--- src/rtl/ls_addr_gen_pkg.sv ---
package ls_addr_gen_pkg;

   typedef enum logic [1:0] {
      SHK_LSL = 2'b00,
      SHK_LSR = 2'b01,
      SHK_ASR = 2'b10,
      SHK_ROR = 2'b11
   } shk_e;

   typedef struct packed {
      logic add_off;
      logic pre_idx;
      logic wback;
      logic priv;
   } idx_ctrl_t;

   localparam int SHIFT_IMPL_STAGED = 0;
   localparam int SHIFT_IMPL_DIRECT = 1;

endpackage

--- src/rtl/lsag_shifter.sv ---
module lsag_shifter
   import ls_addr_gen_pkg::*;
#(
   parameter int DATA_W     = 32,
   parameter int SHIFT_IMPL = SHIFT_IMPL_STAGED,
   localparam int SHW       = $clog2(DATA_W)
)(
   input  logic [DATA_W-1:0] op_i,
   input  shk_e              kind_i,
   input  logic [SHW-1:0]    amt_i,
   output logic [DATA_W-1:0] res_o
);

   if ((1 << SHW) != DATA_W) begin : g_bad_width
      $error("lsag_shifter: DATA_W must be a power of two");
   end

   if (SHIFT_IMPL == SHIFT_IMPL_STAGED) begin : g_staged
      logic [SHW:0][DATA_W-1:0] stg;
      assign stg[0] = op_i;

      for (genvar s = 0; s < SHW; s++) begin : g_stage
         localparam int D = 1 << s;
         always_comb begin
            stg[s+1] = stg[s];
            if (amt_i[s]) begin
               unique case (kind_i)
                  SHK_LSL: stg[s+1] = {stg[s][DATA_W-1-D:0], {D{1'b0}}};
                  SHK_LSR: stg[s+1] = {{D{1'b0}}, stg[s][DATA_W-1:D]};
                  SHK_ASR: stg[s+1] = {{D{stg[s][DATA_W-1]}}, stg[s][DATA_W-1:D]};
                  SHK_ROR: stg[s+1] = {stg[s][D-1:0], stg[s][DATA_W-1:D]};
                  default: stg[s+1] = stg[s];
               endcase
            end
         end
      end

      assign res_o = stg[SHW];
   end else begin : g_direct
      logic [SHW:0] back_amt;
      assign back_amt = (SHW+1)'(DATA_W) - {1'b0, amt_i};

      always_comb begin
         unique case (kind_i)
            SHK_LSL: res_o = op_i << amt_i;
            SHK_LSR: res_o = op_i >> amt_i;
            SHK_ASR: res_o = $unsigned($signed(op_i) >>> amt_i);
            SHK_ROR: res_o = (amt_i == '0) ? op_i
                                           : ((op_i >> amt_i) | (op_i << back_amt));
            default: res_o = op_i;
         endcase
      end
   end

endmodule

--- src/rtl/lsag_offset_sel.sv ---
module lsag_offset_sel
   import ls_addr_gen_pkg::*;
#(
   parameter int DATA_W     = 32,
   parameter int IMM_W      = 12,
   parameter int SHIFT_IMPL = SHIFT_IMPL_STAGED,
   localparam int SHW       = $clog2(DATA_W)
)(
   input  logic              use_reg_i,
   input  logic [IMM_W-1:0]  imm_i,
   input  logic [DATA_W-1:0] reg_i,
   input  shk_e              kind_i,
   input  logic [SHW-1:0]    amt_i,
   output logic [DATA_W-1:0] off_o
);

   if (IMM_W > DATA_W) begin : g_bad_imm
      $error("lsag_offset_sel: IMM_W may not exceed DATA_W");
   end

   logic [DATA_W-1:0] shifted;
   logic [DATA_W-1:0] imm_ext;

   lsag_shifter #(
      .DATA_W     (DATA_W),
      .SHIFT_IMPL (SHIFT_IMPL)
   ) u_shift (
      .op_i   (reg_i),
      .kind_i (kind_i),
      .amt_i  (amt_i),
      .res_o  (shifted)
   );

   if (IMM_W == DATA_W) begin : g_imm_full
      assign imm_ext = imm_i;
   end else begin : g_imm_pad
      assign imm_ext = {{(DATA_W-IMM_W){1'b0}}, imm_i};
   end

   assign off_o = use_reg_i ? shifted : imm_ext;

endmodule

--- src/rtl/lsag_index_calc.sv ---
module lsag_index_calc
   import ls_addr_gen_pkg::*;
#(
   parameter int DATA_W = 32
)(
   input  logic [DATA_W-1:0] base_i,
   input  logic [DATA_W-1:0] off_i,
   input  idx_ctrl_t         ctl_i,
   output logic [DATA_W-1:0] addr_o,
   output logic [DATA_W-1:0] nbase_o,
   output logic              we_o,
   output logic              user_o
);

   logic [DATA_W-1:0] moved;
   logic              post;

   always_comb begin
      if (ctl_i.add_off) moved = base_i + off_i;
      else               moved = base_i - off_i;
   end

   assign post    = ~ctl_i.pre_idx;
   assign nbase_o = moved;
   assign addr_o  = ctl_i.pre_idx ? moved : base_i;
   assign we_o    = post | ctl_i.wback;
   assign user_o  = ~ctl_i.priv | (post & ctl_i.wback);

endmodule

--- src/rtl/lsag_out_reg.sv ---
module lsag_out_reg #(
   parameter int DATA_W = 32
)(
   input  logic              clk,
   input  logic              rst_n,
   input  logic              vld_i,
   input  logic [DATA_W-1:0] addr_i,
   input  logic [DATA_W-1:0] nbase_i,
   input  logic              we_i,
   input  logic              user_i,
   output logic              vld_o,
   output logic [DATA_W-1:0] addr_o,
   output logic [DATA_W-1:0] nbase_o,
   output logic              we_o,
   output logic              user_o
);

   always_ff @(posedge clk or negedge rst_n) begin
      if (!rst_n) begin
         vld_o   <= 1'b0;
         we_o    <= 1'b0;
         user_o  <= 1'b0;
         addr_o  <= '0;
         nbase_o <= '0;
      end else begin
         vld_o  <= vld_i;
         we_o   <= vld_i & we_i;
         user_o <= vld_i & user_i;
         if (vld_i) begin
            addr_o  <= addr_i;
            nbase_o <= nbase_i;
         end
      end
   end

endmodule

--- src/rtl/ls_addr_gen.sv ---
module ls_addr_gen
   import ls_addr_gen_pkg::*;
#(
   parameter int DATA_W     = 32,
   parameter int IMM_W      = 12,
   parameter int SHIFT_IMPL = SHIFT_IMPL_STAGED,
   localparam int SHW       = $clog2(DATA_W)
)(
   input  logic              clk,
   input  logic              rst_n,
   input  logic              in_valid,
   input  logic [DATA_W-1:0] base,
   input  logic              off_is_reg,
   input  logic [IMM_W-1:0]  imm_off,
   input  logic [DATA_W-1:0] reg_off,
   input  logic [1:0]        sh_kind,
   input  logic [SHW-1:0]    sh_amt,
   input  logic              add_off,
   input  logic              pre_idx,
   input  logic              wback,
   input  logic              priv,
   output logic              out_valid,
   output logic [DATA_W-1:0] xfer_addr,
   output logic [DATA_W-1:0] new_base,
   output logic              base_we,
   output logic              force_user
);

   if (SHIFT_IMPL != SHIFT_IMPL_STAGED && SHIFT_IMPL != SHIFT_IMPL_DIRECT) begin : g_bad_impl
      $error("ls_addr_gen: unknown SHIFT_IMPL");
   end

   logic [DATA_W-1:0] offset;
   logic [DATA_W-1:0] c_addr;
   logic [DATA_W-1:0] c_nbase;
   logic              c_we;
   logic              c_user;
   idx_ctrl_t         ctl;

   assign ctl = '{add_off: add_off, pre_idx: pre_idx, wback: wback, priv: priv};

   lsag_offset_sel #(
      .DATA_W     (DATA_W),
      .IMM_W      (IMM_W),
      .SHIFT_IMPL (SHIFT_IMPL)
   ) u_off (
      .use_reg_i (off_is_reg),
      .imm_i     (imm_off),
      .reg_i     (reg_off),
      .kind_i    (shk_e'(sh_kind)),
      .amt_i     (sh_amt),
      .off_o     (offset)
   );

   lsag_index_calc #(
      .DATA_W (DATA_W)
   ) u_idx (
      .base_i  (base),
      .off_i   (offset),
      .ctl_i   (ctl),
      .addr_o  (c_addr),
      .nbase_o (c_nbase),
      .we_o    (c_we),
      .user_o  (c_user)
   );

   lsag_out_reg #(
      .DATA_W (DATA_W)
   ) u_oreg (
      .clk     (clk),
      .rst_n   (rst_n),
      .vld_i   (in_valid),
      .addr_i  (c_addr),
      .nbase_i (c_nbase),
      .we_i    (c_we),
      .user_i  (c_user),
      .vld_o   (out_valid),
      .addr_o  (xfer_addr),
      .nbase_o (new_base),
      .we_o    (base_we),
      .user_o  (force_user)
   );

endmodule

--- config.mk ---
export PLATFORM = sky130hd
export DESIGN_NAME = ls_addr_gen
export DESIGN_NICKNAME = d
export VERILOG_FILES = /design/src/rtl/ls_addr_gen_pkg.sv /design/src/rtl/lsag_shifter.sv /design/src/rtl/lsag_offset_sel.sv /design/src/rtl/lsag_index_calc.sv /design/src/rtl/lsag_out_reg.sv /design/src/rtl/ls_addr_gen.sv
export SDC_FILE = /design/constraint.sdc
export NUM_CORES = 1
export LEC_CHECK = 0
export ABC_AREA = 1
export BUFFER_PORTS_ARGS = -buffer_cell sky130_fd_sc_hd__clkbuf_2
export CAP_MARGIN = 20
export CORE_UTILIZATION = 50
export DETAILED_ROUTE_END_ITERATION = 8
export PLACE_DENSITY = 0.73
export SLEW_MARGIN = 30
export SYNTH_ARGS = -nofsm -noshare
export SYNTH_HDL_FRONTEND = slang
export SYNTH_SLANG_ARGS = --single-unit
--- constraint.sdc ---
create_clock -name clk -period 1.3 [get_ports clk]
set_input_delay 0.065 -clock clk [delete_from_list [all_inputs] [get_ports clk]]
set_output_delay 0.065 -clock clk [all_outputs]
set_load 0.005 [all_outputs]
==> summary.md, run 1 <==
| Metric | Value |
|---|---|
| Initial Utilization | between 50% and 60% |
| Sink Count | 67 |
| Status | stopped before the end |
| H-tree levels | 3 |
| Mapped Area | 8870 um2 |
| Pin count of the biggest net entering global routing | just over 80 |
| Die Wd | 135 um |
| Syn Area/Cell | 5.86 um2 |
| PortBufs | ~160 |
| Site Rows | 48 |
| Synth cell types | 45 |
| Placed cell area | 12600 um2 |
| Synth Instances | about 1.5k |
| Total GRT Usage | between 90% and 100% |
| Placer Congestion | 1.03 |
| Stop Error | [ERROR GRT-0232] Routing congestion too high. Check the congestion heatmap in the GUI. |
| Post-Synthesis Net Count | about 1.6k |
| Yosys Warn Count | 0 |
| Root Buffer | clkbuf_16 |
| # IOs | ~160 |
| Die height | 135 um |
| GRT Residual Overflow | 696 |
| CTS max path bufs | 2 |
| Synthesis-stage register bit count | 67 |
| DPL Wire Length | 28.1 mm |
| CTS buffer count | 9 |
| Failed at | 5_1_grt |
| Sequential area share after synthesis | 18.9% |
-- cell usage after synthesis (all sizes together) --
cell type | count | area share (%)
nand4 | 49 | 3.5
a31oi | 13 | 0.92
a21boi | 2 | 0.17
o211ai | 25 | 2.1
clkinv | 1 | 0.042
xor2 | 31 | 3.1
dfrtp | 67 | 19
nand2 | 609 | 27
or2 | 13 | 0.92
nor3 | 6 | 0.34
a31o | 3 | 0.30
nor2 | 72 | 3.8
inv | 113 | 4.8
nor4 | 4 | 0.28
a21oi | 52 | 2.9
buf | 52 | 3.5
o2111a | 1 | 0.13
a21o | 2 | 0.17
o221ai | 2 | 0.20
xnor2 | 17 | 1.7
clkbuf | 23 | 0.97
o21a | 2 | 0.17
o211a | 1 | 0.11
fa | 1 | 0.23
ha | 32 | 4.5
nand3 | 258 | 16
o21bai | 1 | 0.085
o21ai | 59 | 3.4
o31ai | 1 | 0.085
nand3b | 2 | 0.17
-- cells by family after synthesis --
kind of cell / after synthesis / synth area share [%]
compound gates: 164 / 10.7
xor+xnor: 48 / 4.74
fa+ha+maj: 33 / 4.74
buf+inv: 189 / 9.30
flops: 67 / 18.9
simple gates: 1013 / 51.6
-- per-layer routing --
metal / track usage [%] / GRT overflow
met3: 74.4 / 2
met4: 102 / 169
met5: 43.3 / 1
met2: 113 / 523
met1: 86.3 / 1
-- what timing repair did --
item,4_1_cts
gates cloned,2
endpoints found under the hold margin,69
hold buffers,4
setup buffers,62
resized for setup,264
setup endpoints to repair,64
pin swaps,139
-- stage by stage --
stage	TNS (ns)	setup WS, ns	hold slack [ns]	utilization, %	cells
floorplan	-134.10	-2.77	-0.231	-	1514
global placement	-188.42	-3.61	0.102	73.0	2185
detailed placement	-198.19	-3.81	0.106	73.0	2185
CTS	-155.55	-2.95	0.00340	84.5	2269
==> run 2, diff against run 1 <==
--- a/config.mk
+++ b/config.mk
@@ -8,9 +8,9 @@
 export ABC_AREA = 1
 export BUFFER_PORTS_ARGS = -buffer_cell sky130_fd_sc_hd__clkbuf_2
 export CAP_MARGIN = 20
-export CORE_UTILIZATION = 50
+export CORE_UTILIZATION = 35
 export DETAILED_ROUTE_END_ITERATION = 8
-export PLACE_DENSITY = 0.73
+export PLACE_DENSITY_LB_ADDON = 0.15
 export SLEW_MARGIN = 30
 export SYNTH_ARGS = -nofsm -noshare
 export SYNTH_HDL_FRONTEND = slang
==> run 2 against run 1 <==
Net effect:
- the flow now finishes, with violations (negative setup slack)
- synthesized area unchanged
- synthesized cell count unchanged
==> summary.md, run 2 <==
| Metric | Value |
|---|---|
| Clock Power Share | ~18% |
| Synthesis-stage register bit count | 67 |
| Critical Path AT | 4.68 ns |
| Drt pass-1 iters | 5 |
| DR WL/cell | between 15 and 20 um |
| Site Rows | 57 |
| CORE AREA | 24600 um2 |
| CTS buffer count | 9 |
| Vias | 12.5k |
| Initial antenna violation count | 0 |
| DPL Wire Length | 30.1 mm |
| Status | complete, but fails checks |
| CP required | roughly 1.6 ns |
| Min-Delay Path Depth | 3 |
| EDFF count, synth | 0 |
| Final Cell Area | 15700 um2 |
| Initial Utilization | 36.0% |
| Skew final | 0 ns |
| Max Freq | 227 MHz |
| Biggest regs | u_oreg.addr_o (32), u_oreg.nbase_o (32) |
| Diodes inserted | 0 |
| Sequential area share after synthesis | 18.9% |
| Count leader, synth | nand2_1 |
| Crit. End Element | flip-flop |
| Unrepaired setup endpoints after global routing | yes |
| Synth Instances | 1514 |
| Worst-path clk slew | about 0.06 ns |
| Reg2Reg Capture Point | u_oreg.nbase_o[29] |
| Final Max Tran Viols | 0 |
| Initial DRC Count | about 1000 |
| Final WS setup | -3.11 ns |
| Layout cells sized above 1 | 49.5% |
| Critical Path Fanout Max | 6 |
| Seq pwr share | 18.5% |
| Pin count of the biggest net entering global routing | 68 |
| Post-synth ARST share | 100% |
| Area growth syn-to-layout | 77.3% |
| Post-DRT Antenna Nets | 0 |
| Reg2Reg Depth | 2 |
| Max stage delay on crit path | between 0.3 and 0.4 ns |
| Final Power | approximately 0.016 W |
| WL final | roughly 40 mm |
| Worst vdd ir | 0.720 mV |
| Worst slew margin | 74.3% |
| Startpoint Class | primary input |
| GRT Residual Overflow | 0 |
| CTS max path bufs | 2 |
| Post-Synthesis Net Count | 1638 |
| LEAKAGE | 8.20 nW |
| Synth cell types | 45 |
| Most used flip-flop cell after synthesis | dfrtp_1 |
| Critical Path End | u_oreg.addr_o[28] |
| Sink Count | 67 |
| Switching power | between 0.006 and 0.007 W |
| PortBufs | 157 |
| DR vias/cell | around 5.2 |
| Max Cap Viol | 0 |
| Finished Core Util | 63.9% |
| Min Tclk post-route | 4.41 ns |
| Die height | 161 um |
| # setup viols final | 64 |
| Fin crit share | 339% |
| # IOs | 158 |
| Least-Margin Pin Slew | around 0.39 ns |
| Combinational Power Share | between 60 and 70% |
| CP startpoint | sh_kind[0] |
| Slowest CP cell | ha_1 |
| HP Class | in2reg |
| Register-to-Register Setup Slack | 0.56 ns |
| Most frequent CP cell | nand3_2 |
| Placer Congestion | 0.983 |
| Syn Area/Cell | 5.86 um2 |
| Root Buffer | clkbuf_16 |
| PwrDens | 995 nW/um2 |
| Violated checks | negative setup slack |
| Largest area contributor in the netlist | nand2_1 |
| Placed cell area | 12800 um2 |
| Worst-skew pair later-pin latency | 0.34 ns |
| Mapped Area | 8870 um2 |
| Largest cells by area after synthesis | nand2_1 (25%), dfrtp_1 (19%), nand3_1 (13%) |
| Residual DRC | 0 |
| Share of the synthesized area in the top cell type | 24.8% |
| Synth top cells by count | nand2_1 (587), nand3_1 (231), inv_1 (106) |
| Final Hold Fails | 0 |
| Switch share | 41.9% |
| Most frequent cells in the layout | nand2_1 (499), buf_4 (398), clkbuf_2 (154) |
| R2r startpoint | u_oreg.nbase_o[29] |
| First-pass GRT wire length | 61.6 mm |
| CTS tree | yes |
| Die Wd | 161 um |
| Full die area | roughly 26000 um2 |
| Vias in the first global route | 12.0k |
| H-tree levels | 3 |
| Cell Int Power | 0.00909 W |
| Fin nets | 2181 |
| Total GRT Usage | 29.7% |
| Kind of critical path | in2reg |
| Yosys Warn Count | 0 |
| Pre-CTS WS | -3.71 ns |
| Most common cell after layout, fill and taps aside | nand2_1 |
[run 2: cell type report]
| type | instances | area [um2] |
|---|---|---|
| inverters | 114 | 464 |
| clock buffers | 9 | 225 |
| well taps | 324 | 405 |
| clock inverters | 7 | 100 |
| repair buffers | 607 | 4610 |
| fillers | 2191 | 8880 |
| flip-flops and latches | 67 | 1680 |
| multi-input cells | 1258 | 8240 |
[run 2: what timing repair did]
action                                 4_1_cts  5_1_grt
buffers inserted                            35       29
gates resized for setup                    272      152
endpoints found under the hold margin       70        0
setup endpoints to repair                   64       64
hold buffers                                 5        0
cloned                                       5        1
pin swaps                                  135      138
[run 2: cells by family (layout without fill, tap and decap cells)]
logic type / Yosys count / in the layout / share of synthesized area [%]
XOR/XNOR: 48 / 48 / 4.74
flip-flops: 67 / 67 / 18.9
adder cells (fa/ha/maj): 33 / 33 / 4.74
buffers and inverters: 189 / 737 / 9.30
AND/OR/NAND/NOR: 1013 / 1013 / 51.6
AO/OA/AOI/OAI: 164 / 164 / 10.7
[run 2: per-stage QoR]
step | setup TNS [ns] | std cells | hold WS (ns)
floorplan | -134.10 | 1514 | -0.231
global placement | -191.72 | 2300 | 0.106
detailed placement | -194.96 | 2300 | 0.107
CTS | -151.62 | 2358 | 0.000261
global route | -176.04 | 2386 | 0.0216
finish | -161.68 | 2386 | 0.00590
[run 2: routing by layer]
| metal | global-route usage, % | wire length (um) | vias to the layer above |
|---|---|---|---|
| met4 | 8.02 | 1130 | 0 |
| met2 | 51.4 | 19600 | 450 |
| met3 | 2.59 | 2250 | 82 |
| met5 | 0 | 0 | - |
| met1 | 39.3 | 17700 | 5882 |
| li1 | - | - | 6106 |
[run 2: power by group through the flow]
stage / clock network, W / logic [W] / registers [W]
floorplan: 0 / 0.00366 / 0.00293
global placement: 0 / 0.00741 / 0.00291
detailed placement: 0 / 0.00749 / 0.00293
CTS: 0.00277 / 0.00882 / 0.00289
global route: 0.00285 / 0.0108 / 0.00296
finish: 0.00275 / 0.0100 / 0.00289
[run 2: worst min-delay path by stage]
stage / startpoint / end / slack, ns
2_1_floorplan: rst_n / u_oreg.addr_o[0] / -0.23
3_3_place_gp: rst_n / u_oreg.addr_o[10] / 0.11
3_5_place_dp: rst_n / u_oreg.addr_o[12] / 0.11
4_1_cts: base[22] / u_oreg.addr_o[22] / 0.0003
5_1_grt: base[19] / u_oreg.addr_o[19] / 0.02
6_report: base[30] / u_oreg.addr_o[30] / 0.006
[run 2: critical path, delay by kind of cell]
family	cells	cell delay (ns)
compound gates	5	0.89
fa+ha+maj	1	0.36
simple gates	23	2.36
xor+xnor	1	0.23
buf+inv	6	0.77
Power figures use the tool's default switching activity.
